File: src/rtl/efb_pkg.sv
package efb_pkg;

    localparam int WORD_W = 32;

    localparam logic [WORD_W-1:0] SOF_WORD = 32'hB0F0_0000;
    localparam logic [WORD_W-1:0] EOF_WORD = 32'hE0F0_0000;

    typedef enum logic [3:0] {
        ST_IDLE,
        ST_SOF,
        ST_BCID,
        ST_EVCNT,
        ST_ERRMAP,
        ST_COUNT,
        ST_NODE_LO,
        ST_NODE_HI,
        ST_PARITY,
        ST_EOF
    } efb_state_e;

endpackage

File: src/rtl/efb_mismatch.sv
module efb_mismatch #(
    parameter int MAX_NODES = 25,
    parameter int LBC_W     = 4,
    parameter int LEV_W     = 3,
    parameter int NCNT_W    = 8
) (
    input  logic [MAX_NODES*LBC_W-1:0] node_bc,
    input  logic [MAX_NODES*LEV_W-1:0] node_ev,
    input  logic [MAX_NODES-1:0]       node_valid,
    input  logic [LBC_W-1:0]           ref_bc,
    input  logic [LEV_W-1:0]           ref_ev,
    input  logic [NCNT_W-1:0]          count,
    output logic [MAX_NODES-1:0]       err_map
);

    // One comparator per node slot; slots at or past the count stay clear.
    for (genvar g = 0; g < MAX_NODES; g++) begin : g_node
        localparam logic [NCNT_W-1:0] SLOT = NCNT_W'(g);
        logic bc_diff;
        logic ev_diff;
        assign bc_diff    = node_bc[g*LBC_W +: LBC_W] != ref_bc;
        assign ev_diff    = node_ev[g*LEV_W +: LEV_W] != ref_ev;
        assign err_map[g] = (SLOT < count) && (!node_valid[g] || bc_diff || ev_diff);
    end

endmodule

File: src/rtl/efb_word_sel.sv
module efb_word_sel
    import efb_pkg::*;
#(
    parameter int MAX_NODES = 25,
    parameter int BCID_W    = 12,
    parameter int EVCNT_W   = 24,
    parameter int NCNT_W    = 8
) (
    input  efb_state_e              state,
    input  logic [BCID_W-1:0]       bcid,
    input  logic [EVCNT_W-1:0]      evcnt,
    input  logic [MAX_NODES-1:0]    err_map,
    input  logic [NCNT_W-1:0]       nodes,
    input  logic [2*WORD_W-1:0]     node_rec,
    input  logic [WORD_W-1:0]       parity,
    output logic [WORD_W-1:0]       word
);

    always_comb begin
        unique case (state)
            ST_SOF:     word = SOF_WORD;
            ST_BCID:    word = WORD_W'(bcid);
            ST_EVCNT:   word = WORD_W'(evcnt);
            ST_ERRMAP:  word = WORD_W'(err_map);
            ST_COUNT:   word = WORD_W'(nodes);
            ST_NODE_LO: word = node_rec[WORD_W-1:0];
            ST_NODE_HI: word = node_rec[2*WORD_W-1:WORD_W];
            ST_PARITY:  word = parity;
            ST_EOF:     word = EOF_WORD;
            default:    word = '0;
        endcase
    end

endmodule

File: src/rtl/evt_frame_builder.sv
module evt_frame_builder
    import efb_pkg::*;
#(
    parameter int MAX_NODES = 25,
    parameter int BCID_W    = 12,
    parameter int EVCNT_W   = 24,
    parameter int NCNT_W    = 8,
    parameter int LBC_W     = 4,
    parameter int LEV_W     = 3
) (
    input  logic                           clk,
    input  logic                           rst_n,
    input  logic                           evt_req,
    output logic                           evt_ready,
    input  logic [BCID_W-1:0]              bcid_in,
    input  logic [EVCNT_W-1:0]             evcnt_in,
    input  logic [NCNT_W-1:0]              nodes_in,
    input  logic [MAX_NODES-1:0]           node_valid,
    input  logic [MAX_NODES*LBC_W-1:0]     node_bc,
    input  logic [MAX_NODES*LEV_W-1:0]     node_ev,
    input  logic [MAX_NODES*2*WORD_W-1:0]  node_data,
    input  logic                           fifo_full,
    output logic                           word_we,
    output logic [WORD_W-1:0]              word_out
);

    localparam int NODE_W = 2 * WORD_W;
    localparam int IDX_W  = (MAX_NODES > 1) ? $clog2(MAX_NODES) : 1;

    efb_state_e             state_q, state_d;
    logic [IDX_W-1:0]       idx_q;
    logic [BCID_W-1:0]      bcid_q;
    logic [EVCNT_W-1:0]     evcnt_q;
    logic [MAX_NODES-1:0]   err_q;
    logic [MAX_NODES-1:0]   err_d;
    logic [NCNT_W-1:0]      nodes_q;
    logic [NCNT_W-1:0]      nodes_clamp;
    logic [WORD_W-1:0]      parity_q;
    logic [WORD_W-1:0]      cur_word;
    logic [NODE_W-1:0]      cur_node;
    logic [NODE_W-1:0]      rec [MAX_NODES];
    logic                   accept;
    logic                   emit;
    logic                   last_node;

    // Requested count saturates at the number of node slots.
    assign nodes_clamp = (nodes_in > NCNT_W'(MAX_NODES)) ? NCNT_W'(MAX_NODES) : nodes_in;

    efb_mismatch #(
        .MAX_NODES (MAX_NODES),
        .LBC_W     (LBC_W),
        .LEV_W     (LEV_W),
        .NCNT_W    (NCNT_W)
    ) mismatch_i (
        .node_bc    (node_bc),
        .node_ev    (node_ev),
        .node_valid (node_valid),
        .ref_bc     (bcid_in[LBC_W-1:0]),
        .ref_ev     (evcnt_in[LEV_W-1:0]),
        .count      (nodes_clamp),
        .err_map    (err_d)
    );

    for (genvar g = 0; g < MAX_NODES; g++) begin : g_rec
        assign rec[g] = node_data[g*NODE_W +: NODE_W];
    end

    // Invalid records contribute zero payload.
    assign cur_node = node_valid[idx_q] ? rec[idx_q] : '0;

    efb_word_sel #(
        .MAX_NODES (MAX_NODES),
        .BCID_W    (BCID_W),
        .EVCNT_W   (EVCNT_W),
        .NCNT_W    (NCNT_W)
    ) word_sel_i (
        .state    (state_q),
        .bcid     (bcid_q),
        .evcnt    (evcnt_q),
        .err_map  (err_q),
        .nodes    (nodes_q),
        .node_rec (cur_node),
        .parity   (parity_q),
        .word     (cur_word)
    );

    // Output process.
    always_comb begin
        evt_ready = (state_q == ST_IDLE);
        word_we   = (state_q != ST_IDLE) && !fifo_full;
        word_out  = cur_word;
    end

    assign accept    = evt_ready && evt_req;
    assign emit      = word_we;
    assign last_node = (NCNT_W'(idx_q) + NCNT_W'(1)) == nodes_q;

    // Next-state logic: every busy state waits for a written word.
    always_comb begin
        state_d = state_q;
        unique case (state_q)
            ST_IDLE:    if (evt_req) state_d = ST_SOF;
            ST_SOF:     if (emit) state_d = ST_BCID;
            ST_BCID:    if (emit) state_d = ST_EVCNT;
            ST_EVCNT:   if (emit) state_d = ST_ERRMAP;
            ST_ERRMAP:  if (emit) state_d = ST_COUNT;
            ST_COUNT:   if (emit) state_d = (nodes_q == '0) ? ST_PARITY : ST_NODE_LO;
            ST_NODE_LO: if (emit) state_d = ST_NODE_HI;
            ST_NODE_HI: if (emit) state_d = last_node ? ST_PARITY : ST_NODE_LO;
            ST_PARITY:  if (emit) state_d = ST_EOF;
            ST_EOF:     if (emit) state_d = ST_IDLE;
            default:    state_d = ST_IDLE;
        endcase
    end

    // State register.
    always_ff @(posedge clk or negedge rst_n) begin
        if (!rst_n) begin
            state_q <= ST_IDLE;
        end else begin
            state_q <= state_d;
        end
    end

    // Frame context: latched at acceptance, advanced on each written word.
    always_ff @(posedge clk or negedge rst_n) begin
        if (!rst_n) begin
            idx_q    <= '0;
            bcid_q   <= '0;
            evcnt_q  <= '0;
            err_q    <= '0;
            nodes_q  <= '0;
            parity_q <= '0;
        end else if (accept) begin
            idx_q    <= '0;
            bcid_q   <= bcid_in;
            evcnt_q  <= evcnt_in;
            err_q    <= err_d;
            nodes_q  <= nodes_clamp;
            parity_q <= '0;
        end else if (emit) begin
            if (state_q inside {ST_BCID, ST_EVCNT, ST_ERRMAP, ST_COUNT, ST_NODE_LO, ST_NODE_HI}) begin
                parity_q <= parity_q ^ cur_word;
            end
            if (state_q == ST_NODE_HI) begin
                idx_q <= idx_q + IDX_W'(1);
            end
        end
    end

endmodule

File: config.mk
export PLATFORM = sky130hd
export DESIGN_NAME = evt_frame_builder
export DESIGN_NICKNAME = d
export VERILOG_FILES = /design/src/rtl/efb_pkg.sv /design/src/rtl/efb_mismatch.sv /design/src/rtl/efb_word_sel.sv /design/src/rtl/evt_frame_builder.sv
export SDC_FILE = /design/constraint.sdc
export NUM_CORES = 1
export LEC_CHECK = 0
export ABC_CLOCK_PERIOD_IN_PS = 6820
export BUFFER_PORTS_ARGS = -buffer_cell sky130_fd_sc_hd__buf_4
export CELL_PAD_IN_SITES_DETAIL_PLACEMENT = 1
export CELL_PAD_IN_SITES_GLOBAL_PLACEMENT = 1
export CORE_AREA = 2 2 725 727
export CTS_CLUSTER_SIZE = 24
export DETAILED_ROUTE_END_ITERATION = 16
export DIE_AREA = 0 0 727 729
export HOLD_SLACK_MARGIN = 0.15
export PLACE_DENSITY = 0.3
export SLEW_MARGIN = 20
export SYNTH_ARGS = -nofsm -noshare
export SYNTH_HDL_FRONTEND = slang
export SYNTH_SLANG_ARGS = --single-unit
File: constraint.sdc
create_clock -name clk -period 6.82 [get_ports clk]
set_input_delay 1.023 -clock clk [delete_from_list [all_inputs] [get_ports clk]]
set_output_delay 1.023 -clock clk [all_outputs]
set_load 0.05 [all_outputs]
# [Word level (Yosys, flattened, before mapping)]
# Index checks and enable logic that the tools add are counted.
[totals] out_inout_bits=34 register_bits=110 word_cells=249
[classes] bitwise=2 mux=27 magnitude_cmp=28 n_eq_ne=70 addsub=2 reduce_logical=113
[ops] op="binary-select mux 64 bit (select 5 bit)" count=1
[ops] op="one-hot mux 32 bit (9 select lines)" count=1
[ops] op="two-way mux 64 bit" count=3
[ops] op="inequality test 4 bit" count=25
[ops] op="two-way mux 32 bit" count=3
[ops] op="inequality test 3 bit" count=25
[ops] op="< comparator 5 x 8 -> 1 bit (first input constant)" count=9
[ops] op="< comparator 4 x 8 -> 1 bit (first input constant)" count=8
[ops] op="logical OR 1 bit" count=50
[ops] op="two-way mux 4 bit" count=12
[ops] op="one-hot mux 4 bit (10 select lines)" count=1
[ops] op="< comparator 3 x 8 -> 1 bit (first input constant)" count=4
[ops] op="bitwise XOR 32 bit" count=1
[ops] op="logical AND 1 bit" count=27
[ops] op="logical NOT 1 bit" count=26
[ops] op="inequality test 2 bit (second input constant)" count=10
[ops] op="equality test 4 x 3 -> 1 bit (second input constant)" count=4
[ops] op="< comparator 1 x 8 -> 1 bit (first input constant)" count=2
[ops] op="< comparator 2 x 8 -> 1 bit (first input constant)" count=2
[ops] op="two-way mux 5 bit" count=3
[ops] op="AND reduction 10 bit" count=1
[ops] op="equality test 4 x 2 -> 1 bit (second input constant)" count=2
[ops] op="equality test 4 bit (second input constant)" count=2
[ops] op="equality test 6 x 8 -> 1 bit" count=1
[ops] op="other kinds (16)" count=19

# [Longest topological paths before layout]
# Gate-level depths: netlist of the first run.
[depth] ltp_word=10 mapped_depth=13 mapped_depth_nobuf=8

# [Cells and area by module]
# A second synthesis of the first run with hierarchy kept.
[hier_totals] hier_cells=2032 area_unflattened_um2=22167.5
[by_module_without_submodules] module="evt_frame_builder" area_per_inst_um2=18230.0 cells_per_inst=1517 instances=1 seq_area_each_um2=2752.6
[by_module_without_submodules] module="efb_mismatch" area_per_inst_um2=2421.1 cells_per_inst=310 instances=1 seq_area_each_um2=0.0
[by_module_without_submodules] module="efb_word_sel" area_per_inst_um2=1516.5 cells_per_inst=205 instances=1 seq_area_each_um2=0.0

# [Least setup slack after synthesis of the first run]
# No wires, ideal clock.
[synth_timing] path_kind="input port to output port" start="in node_valid[19]" end="out word_out[17]" arrival_ns=3.315 required_time_ns=5.797 slack_ns=2.482 cell_stages=8 n_path_buf=3 path_cell_list="mux4_2 -> nand2b_1 -> nand4b_1 -> and4_1 -> buf_2 -> buf_4 -> buf_2 -> o31ai_1"
[synth_between] elab_chain_cells=4
[synth_rtl] element="start, declared" line_no="evt_frame_builder.sv:18" rtl="input logic [MAX_NODES-1:0] node_valid,"
[synth_rtl] element="binary-select mux 1 bit (select 5 bit)" line_no="evt_frame_builder.sv:69" rtl="assign cur_node = node_valid[idx_q] ? rec[idx_q] : '0;"
[synth_rtl] element="two-way mux 1 bit (implied by the code)" line_no="evt_frame_builder.sv:69"
[synth_rtl] element="two-way mux 64 bit" line_no="evt_frame_builder.sv:69"
[synth_rtl] element="one-hot mux 32 bit (9 select lines)" line_no="efb_word_sel.sv:20" rtl="unique case (state)"
[synth_rtl] element="end, declared" line_no="evt_frame_builder.sv:24" rtl="output logic [WORD_W-1:0] word_out"
# No other way between the ends. The select of a mux whose other input is x is not followed.

# [Worst setup path after layout of the first run]
[layout_timing] start="reg idx_q[1]" end="out word_out[20]"
[layout_between] elab_chain_cells=6
[layout_rtl] element="start, declared" line_no="evt_frame_builder.sv:31" rtl="logic [IDX_W-1:0] idx_q;"
[layout_rtl] element="start signal, assigned" line_no="evt_frame_builder.sv:146" rtl="idx_q <= idx_q + IDX_W'(1);"
[layout_rtl] element="NOT 5 -> 6 bit (implied by the code)" line_no="evt_frame_builder.sv:69"
[layout_rtl] element="binary-select mux 64 bit (select 5 bit)" line_no="evt_frame_builder.sv:69"
[layout_rtl] element="two-way mux 64 bit (implied by the code) (2 in series)" line_no="evt_frame_builder.sv:69"
[layout_rtl] element="two-way mux 64 bit *" line_no="evt_frame_builder.sv:69"
[layout_rtl] element="one-hot mux 32 bit (9 select lines) *" line_no="efb_word_sel.sv:20"
# Mark *: on every way between the ends. The rest lies on a longest branch, timed or not. The select of a mux whose other input is x is not followed.

==> impl_results.md, run 1 <==
- Max cap viols: 0
- CTS Hold Bufs: 0
- RR Startpoint: idx_q[1]$_DFFE_PN0P_
- Post-DP HPWL: 386000 um
- Initial antenna violation count: 412
- Largest family of logic cells by synthesized area: multiplexers
- Die height: 729 um
- Seq. cell area: 2770 um^2
- P_leak: 16.2 nW
- Simple-gate share of the synthesized area: 0.121
- Top cells by area, synth: mux4_2, dfrtp_1, mux2i_1, xnor2_1, nand2_1
- Htree depth: 3
- Number of synthesized flops with an enable pin: 0
- 1st-iter DRT viols: 2009
- Dominant synthesized flop cell: dfrtp_1
- Clk buf depth: 2
- Met2 Usage GRT: 0.286
- Rel. slew slack: 0.191
- Wire length per cell: 38.3 um
- Pwr Density: 229 nW/um^2
- Capturing point of the worst reg2reg path: parity_q[20]$_DFFE_PN0P_
- Post-CTS Setup Repair Bufs: 0
- Critical path endpoint category: primary output
- Status: complete, no violations
- Area of the multi-input gates: 17700 um^2
- Vias in the first global route: 31900
- Synth Area in Compound Gates: 0.148
- Period utilisation layout: 0.937
- Antenna viol nets, final: 0
- TritonCTS buffer count: 9
- Rows: 266
- Minimum clock period: 6.39 ns
- CTS tree: done
- Post-cts sizing count: 0
- Slew @ Worst Pin: 1.19 ns
- Core box area: 523000 um^2
- Post-Synth XOR/XNOR Area: 0.0759
- Avg Vias per Cell: 2.76
- Most frequent cells in the layout: buf_4, mux4_2, nand2_1, xnor2_1, mux2i_1
- Post-Synth Adder-Cell Area: 0.000583
- Final GP Congestion: 0.895
- CTS clk-pin slew, worst paths: 0.10 ns
- Non-filler cells, final: 11000
- Clock Latency Late Sink: 0.44 ns
- WP data arrival: 5.37 ns
- Largest net degree at the start of global routing: 65
- First-pass GRT wire length: 490000 um
- Syn Area/Cell: 10.4 um^2
- Fill count: 61900
- Worst r2r path cells: 10
- Worst Min Path Start: err_q[6]$_DFFE_PN0P_
- I/O Buffers: 1881
- Die area: 530000 um^2
- Count of state elements after synthesis: 110
- Num ports: 1882
- Area Overhead vs Synth: 111%
- CTS Root Cell: clkbuf_16
- Final wirelength: 419000 um
- GRT Total Usage: 0.152
- Mux contribution to synthesized area: 0.467
- Vias: 30200
- Count of final setup violators: 0
- CTS Sinks: 110
- Yosys warns: 0
- RSZ-0062 raised after global routing: no
- Max-slew violation count: 0
- GRT overflow: 0
- Setup Skew: 0.0292 ns
- Worst vdd ir: 0.000147 V
- Yosys top cell by area: mux4_2
- Worst Hold Class: register to register
- GRT Max-Usage Layer: met2
- Initial core utilization: 0.0411
- NumNets Final: 5760
- Top cell type's share of synthesized area: 0.378
- Sequential-to-total area share from yosys stat: 0.128
- Cell count after synthesis: 2070
- Syn Nets: 3919
- Reg2reg setup slack: 1.79 ns
- CP Data Required Time: 5.80 ns
- WHS Endpoint: err_q[6]$_DFFE_PN0P_
- Global routing usage on met3: 0.0502
- Hold WS: 0.488 ns
- Share of cells above drive strength 1: 0.644
- Total design power: 10.4 mW
- Final core area utilization: 0.0868
- Crit Path Class: register to primary output
- Final Hold Vio Count: 0
- Grt met1 use: 0.167
- Max Clk Rate: 0.157 GHz
- Worst Path Max Fanout: 31
- Commonest non-fill, non-tap cell in the layout: buf_4
- Netlist cell types: 78
- Die X: 727 um
- Worst Setup Start Kind: register
- Cells on Worst Hold Path: 2
- Async set-reset flop share out of synthesis: 1.00
- Router iterations before antenna repair: 7
- Post-Place Cells: 10900
- Synthesized area: 21500 um^2
- Drc violations: 0
power by group:
group | switching [mW] | internal, mW | total [mW]
Sequential | 0.383 | 0.926 | 1.31
Combinational | 5.16 | 3.30 | 8.46
Clock | 0.384 | 0.261 | 0.645
Total | 5.93 | 4.48 | 10.4
cells by family after synthesis:
logic type / after synthesis
compound gates: 452
xor+xnor: 186
fa+ha+maj: 1
buf+inv: 233
flops: 110
mux: 546
simple gates: 542
metal layers:
| layer | vias to the layer above | part of all wire |
|---|---|---|
| li1 | 12200 | - |
| met1 | 15400 | 0.37 |
| met2 | 1865 | 0.53 |
| met3 | 613 | 0.078 |
| met4 | 198 | 0.018 |
| met5 | - | 0.0030 |
metrics by stage:
stage	area [um^2]	setup slack (ns)	setup TNS, ns
after floorplan	21500	2.48	0
after global placement	44600	-0.354	-0.354
after detailed placement	44900	0.563	0
after CTS	45200	0.0464	0
after global routing	45300	0.190	0
final	45400	0.431	0
critical path, cell delays in order, from the launching register on:
cell and delay (ns):
dfrtp_4 0.94, buf_4 0.54, buf_4 0.52, mux4_2 0.41, mux2i_2 0.59, o22ai_1 0.20, o22ai_1 0.76, buf_4 0.29
o21ai_1 0.20, buf_4 0.31
cell type report:
class | count | share of cell area
multi-input combinational | 1727 | 0.389
clock buffer | 10 | 0.00505
timing repair buffer | 2057 | 0.346
tap | 6968 | 0.192
inverter | 6 | 0.000496
clock inverter | 6 | 0.00138
antenna | 75 | 0.00414
sequential | 110 | 0.0611
flip-flops by register name, indices dropped and copies added (netlist names):
name      count
idx_q         5
evcnt_q      24
state_q       4
bcid_q       12
err_q        25
nodes_q       8
parity_q     32
Yosys cell counts (21+ instances only):
| cell | instances |
|---|---|
| a22oi_1 | 68 |
| xnor2_1 | 159 |
| clkbuf_1 | 105 |
| a21oi_1 | 64 |
| or3_1 | 22 |
| mux2i_1 | 166 |
| mux4_2 | 360 |
| o221ai_1 | 44 |
| xor2_1 | 27 |
| nor3_1 | 35 |
| buf_2 | 42 |
| o21ai_0 | 59 |
| buf_4 | 37 |
| nand2b_1 | 23 |
| o22ai_1 | 47 |
| o211ai_1 | 51 |
| buf_1 | 21 |
| dfrtp_1 | 110 |
| nor2_1 | 82 |
| nand2_1 | 247 |
| nand4_1 | 51 |
worst max-delay path by stage:
stage	startpoint	to	slack [ns]	cells after the start
after detailed placement	idx_q[2]$_DFFE_PN0P_	word_out[26]	0.56	8
after floorplan	node_valid[19]	word_out[17]	2.48	8
after CTS	idx_q[2]$_DFFE_PN0P_	word_out[26]	0.05	8
final	idx_q[1]$_DFFE_PN0P_	word_out[20]	0.43	9
after global routing	idx_q[1]$_DFFE_PN0P_	word_out[20]	0.19	9
after global placement	state_q[0]$_DFFE_PN0P_	word_out[22]	-0.35	8
(Power assumes the default switching activity.)
==> run 2, diff against run 1 <==
CTS_BUF_LIST = sky130_fd_sc_hd__clkbuf_8   (was default)
==> run 2 against run 1 <==
- register-to-register slack hardly changed
- critical path type unchanged
- total power is 1.3% lower
- first-iteration DRC count is 2.6% higher
- routed wire length is 0.22% higher
- clock-buffer cell count is 1 lower
- core utilization hardly changed
- via count is 0.32% higher
- highest routed layer unchanged
- worst setup slack worse by 0.078 ns
==> impl_results.md, run 2 (same netlist as run 1, synthesis figures left out) <==
- CP max stage cell: dfrtp_4
- Rel. slew slack: 0.0908 (-0.100)
- Count of final setup violators: 0 (unchanged)
- Worst Setup Slack post-DPL: 0.563 ns (unchanged)
- Total design power: 10.3 mW (-1.3%)
- Gate power share: 0.823 (+0.011)
- Htree depth: 3 (unchanged)
- Largest delay share family, worst path: buffers and inverters
- Pwr Density: 227 nW/um^2 (-1.1%)
- Avg Vias per Cell: 2.76 (+0.27%)
- Pint: 4.36 mW (-2.7%)
- Worst setup endpoint: word_out[20]
- Final setup margin: 0.353 ns (-0.0779 ns)
- Initial core utilization: 0.0411 (unchanged)
- Minimum clock period: 6.47 ns (+0.0779 ns)
- Clock Latency Late Sink: 0.53 ns (+0.09 ns)
- 1st-iter DRT viols: 2062 (+2.6%)
- Vias in the first global route: 31900 (unchanged)
- Flop pwr share: 0.128 (+0.002)
- Global routing usage on met3: 0.0504 (+0.000240)
- Grt met1 use: 0.167 (+0.000366)
- CTS clk-pin slew, worst paths: 0.18 ns (+0.08 ns)
- Capturing point of the worst reg2reg path: parity_q[20]$_DFFE_PN0P_
- TritonCTS buffer count: 9 (unchanged)
- Largest net degree at the start of global routing: 65 (unchanged)
- Number of cells on the critical path: 9 (unchanged)
- Setup Skew: 0.0494 ns (+0.0201 ns)
- Worst Setup Start Kind: register
- RSZ-0062 raised after global routing: no
- GRT overflow: 0 (unchanged)
- Die X: 727 um (unchanged)
- Wire length per cell: 38.3 um (+0.16%)
- Antenna viol nets, final: 0 (unchanged)
- Final GP Congestion: 0.895 (unchanged)
- Clock group share of total power: 0.050 (-0.012)
- Max-slew violation count: 0 (unchanged)
- NumNets Final: 5761 (+0.017%)
- Most frequent cells in the layout: buf_4, mux4_2, nand2_1, xnor2_1, mux2i_1
- Max reg flops: 32 (unchanged)
- Share of cells above drive strength 1: 0.644 (about the same)
- CTS Root Cell: clkbuf_8
- Switch share: 0.575 (+0.00613)
- Period utilisation layout: 0.948 (+0.0114)
- Final wirelength: 420000 um (+0.22%)
- Critical Path Start: idx_q[1]$_DFFE_PN0P_
- Most flop-heavy register: parity_q
- WP data arrival: 5.44 ns (+0.07 ns)
- CP bufs+invs: 4 (unchanged)
- I/O Buffers: 1881 (unchanged)
- Slew @ Worst Pin: 1.35 ns (+0.160 ns)
- CTS tree: done
- Num ports: 1882 (unchanged)
- Reg2reg setup slack: 1.79 ns (about the same)
- Worst path most repeated cell: buf_4
- Critical path endpoint category: primary output
- Post-cts sizing count: 0 (unchanged)
- CTS Sinks: 110 (unchanged)
- Vias: 30300 (+0.32%)
- Max cap viols: 0 (unchanged)
- Top flop regs: parity_q x32, err_q x25, evcnt_q x24
- Clk buf depth: 2 (unchanged)
- Initial antenna violation count: 418 (+1.5%)
- Crit Path Class: register to primary output
- CP Data Required Time: 5.80 ns (about the same)
- Die height: 729 um (unchanged)
- Router iterations before antenna repair: 5 (-2)
- Rows: 266 (unchanged)
- Worst Path Max Fanout: 31 (unchanged)
- Worst Hold Class: primary input to async pin
- Drc violations: 0 (unchanged)
- GRT Max-Usage Layer: met2
- Crit-path cells: buf_4 > buf_4 > mux4_2 > mux2i_2 > o22ai_1 > o22ai_1 > buf_4 > o21ai_1 > buf_4
- Worst r2r path cells: 10 (unchanged)
- Die area: 530000 um^2 (unchanged)
- Final Hold Vio Count: 0 (unchanged)
- Met2 Usage GRT: 0.286 (+0.000322)
- Commonest non-fill, non-tap cell in the layout: buf_4
- Status: complete, no violations
- Worst vdd ir: 0.000122 V (-17%)
- Area Overhead vs Synth: 111%
- Max stage delay on crit path: 0.95 ns (about the same)
- First-pass GRT wire length: 491000 um (+0.16%)
- Core box area: 523000 um^2 (unchanged)
- P_leak: 16.1 nW (-0.21%)
- Net Switching: 5.91 mW (-0.22%)
- Post-DP HPWL: 386000 um (unchanged)
- RR Startpoint: idx_q[1]$_DFFE_PN0P_
- Max Clk Rate: 0.155 GHz (-1.2%)
- GRT Total Usage: 0.152 (+0.000264)
run 2: changes by cell type in the layout (fill, tap and decap cells not counted), sizes merged:
cell	before	now
diode	75	80
inv	9	10
clkbuf	10	9
buf	2057	2058
run 2: how the worst min path moves through the flow:
stage,from,to,cells after the start,slack (ns)
floorplan,err_q[21]$_DFFE_PN0P_,err_q[21]$_DFFE_PN0P_,2,0.44
global placement,evcnt_q[0]$_DFFE_PN0P_,evcnt_q[0]$_DFFE_PN0P_,2,0.46
detailed placement,bcid_q[11]$_DFFE_PN0P_,bcid_q[11]$_DFFE_PN0P_,2,0.47
CTS,rst_n,parity_q[1]$_DFFE_PN0P_,1,0.38
global route,rst_n,parity_q[1]$_DFFE_PN0P_,1,0.39
finish,rst_n,parity_q[1]$_DFFE_PN0P_,1,0.42
run 2: power groups by stage:
stage / Combinational, mW / Clock, mW / Sequential (mW)
CTS: 8.94 / 0.553 / 1.31
global placement: 8.84 / 0 / 1.32
floorplan: 4.21 / 0 / 1.07
detailed placement: 8.92 / 0 / 1.33
finish: 8.45 / 0.511 / 1.31
global route: 9.11 / 0.570 / 1.35
run 2: metal layers:
layer | up-vias | wire length [um] | share of wire
li1 | 12200 | - | -
met1 | 15400 | 156000 | 0.37
met2 | 1896 | 220000 | 0.52
met3 | 632 | 34700 | 0.083
met4 | 200 | 8200 | 0.020
met5 | - | 1290 | 0.0031
run 2: area by class of cell:
type	count	area, um^2
Antenna cell	80	200
Timing Repair Buffer	2058	15700
Tap cell	6968	8720
Clock inverter	7	66.3
Multi-Input combinational cell	1727	17700
Clock buffer	9	124
Fill cell	61900	478000
Sequential cell	110	2770
Inverter	6	22.5
run 2: worst reg2reg max path, stage by stage, from the launching register on:
cell,delay (ns)
dfrtp_4,0.95
buf_4,0.60
buf_4,0.54
mux4_2,0.44
mux2i_2,0.59
o22ai_1,0.21
o22ai_1,0.76
buf_4,0.30
o21ai_1,0.21
nand2_1,0.15
mux2i_1,0.18
run 2: through the flow:
step                      cell area (um^2)  hold WS (ns)  cells  TNS [ns]  utilization
after global routing                 45200         0.393  10900         0       0.0864
after CTS                            45100         0.379  10900         0       0.0863
final                                45300         0.419  11000         0       0.0867
after global placement               44600         0.463  10800    -0.354       0.0853
after detailed placement             44900         0.468  10900         0       0.0858
after floorplan                      21500         0.443   2070         0            -
run 2: what timing repair did:
item                                    4_1_cts  5_1_grt
buffers inserted                              1        0
hold buffers                                  0        0
endpoints found under the setup margin        1        0
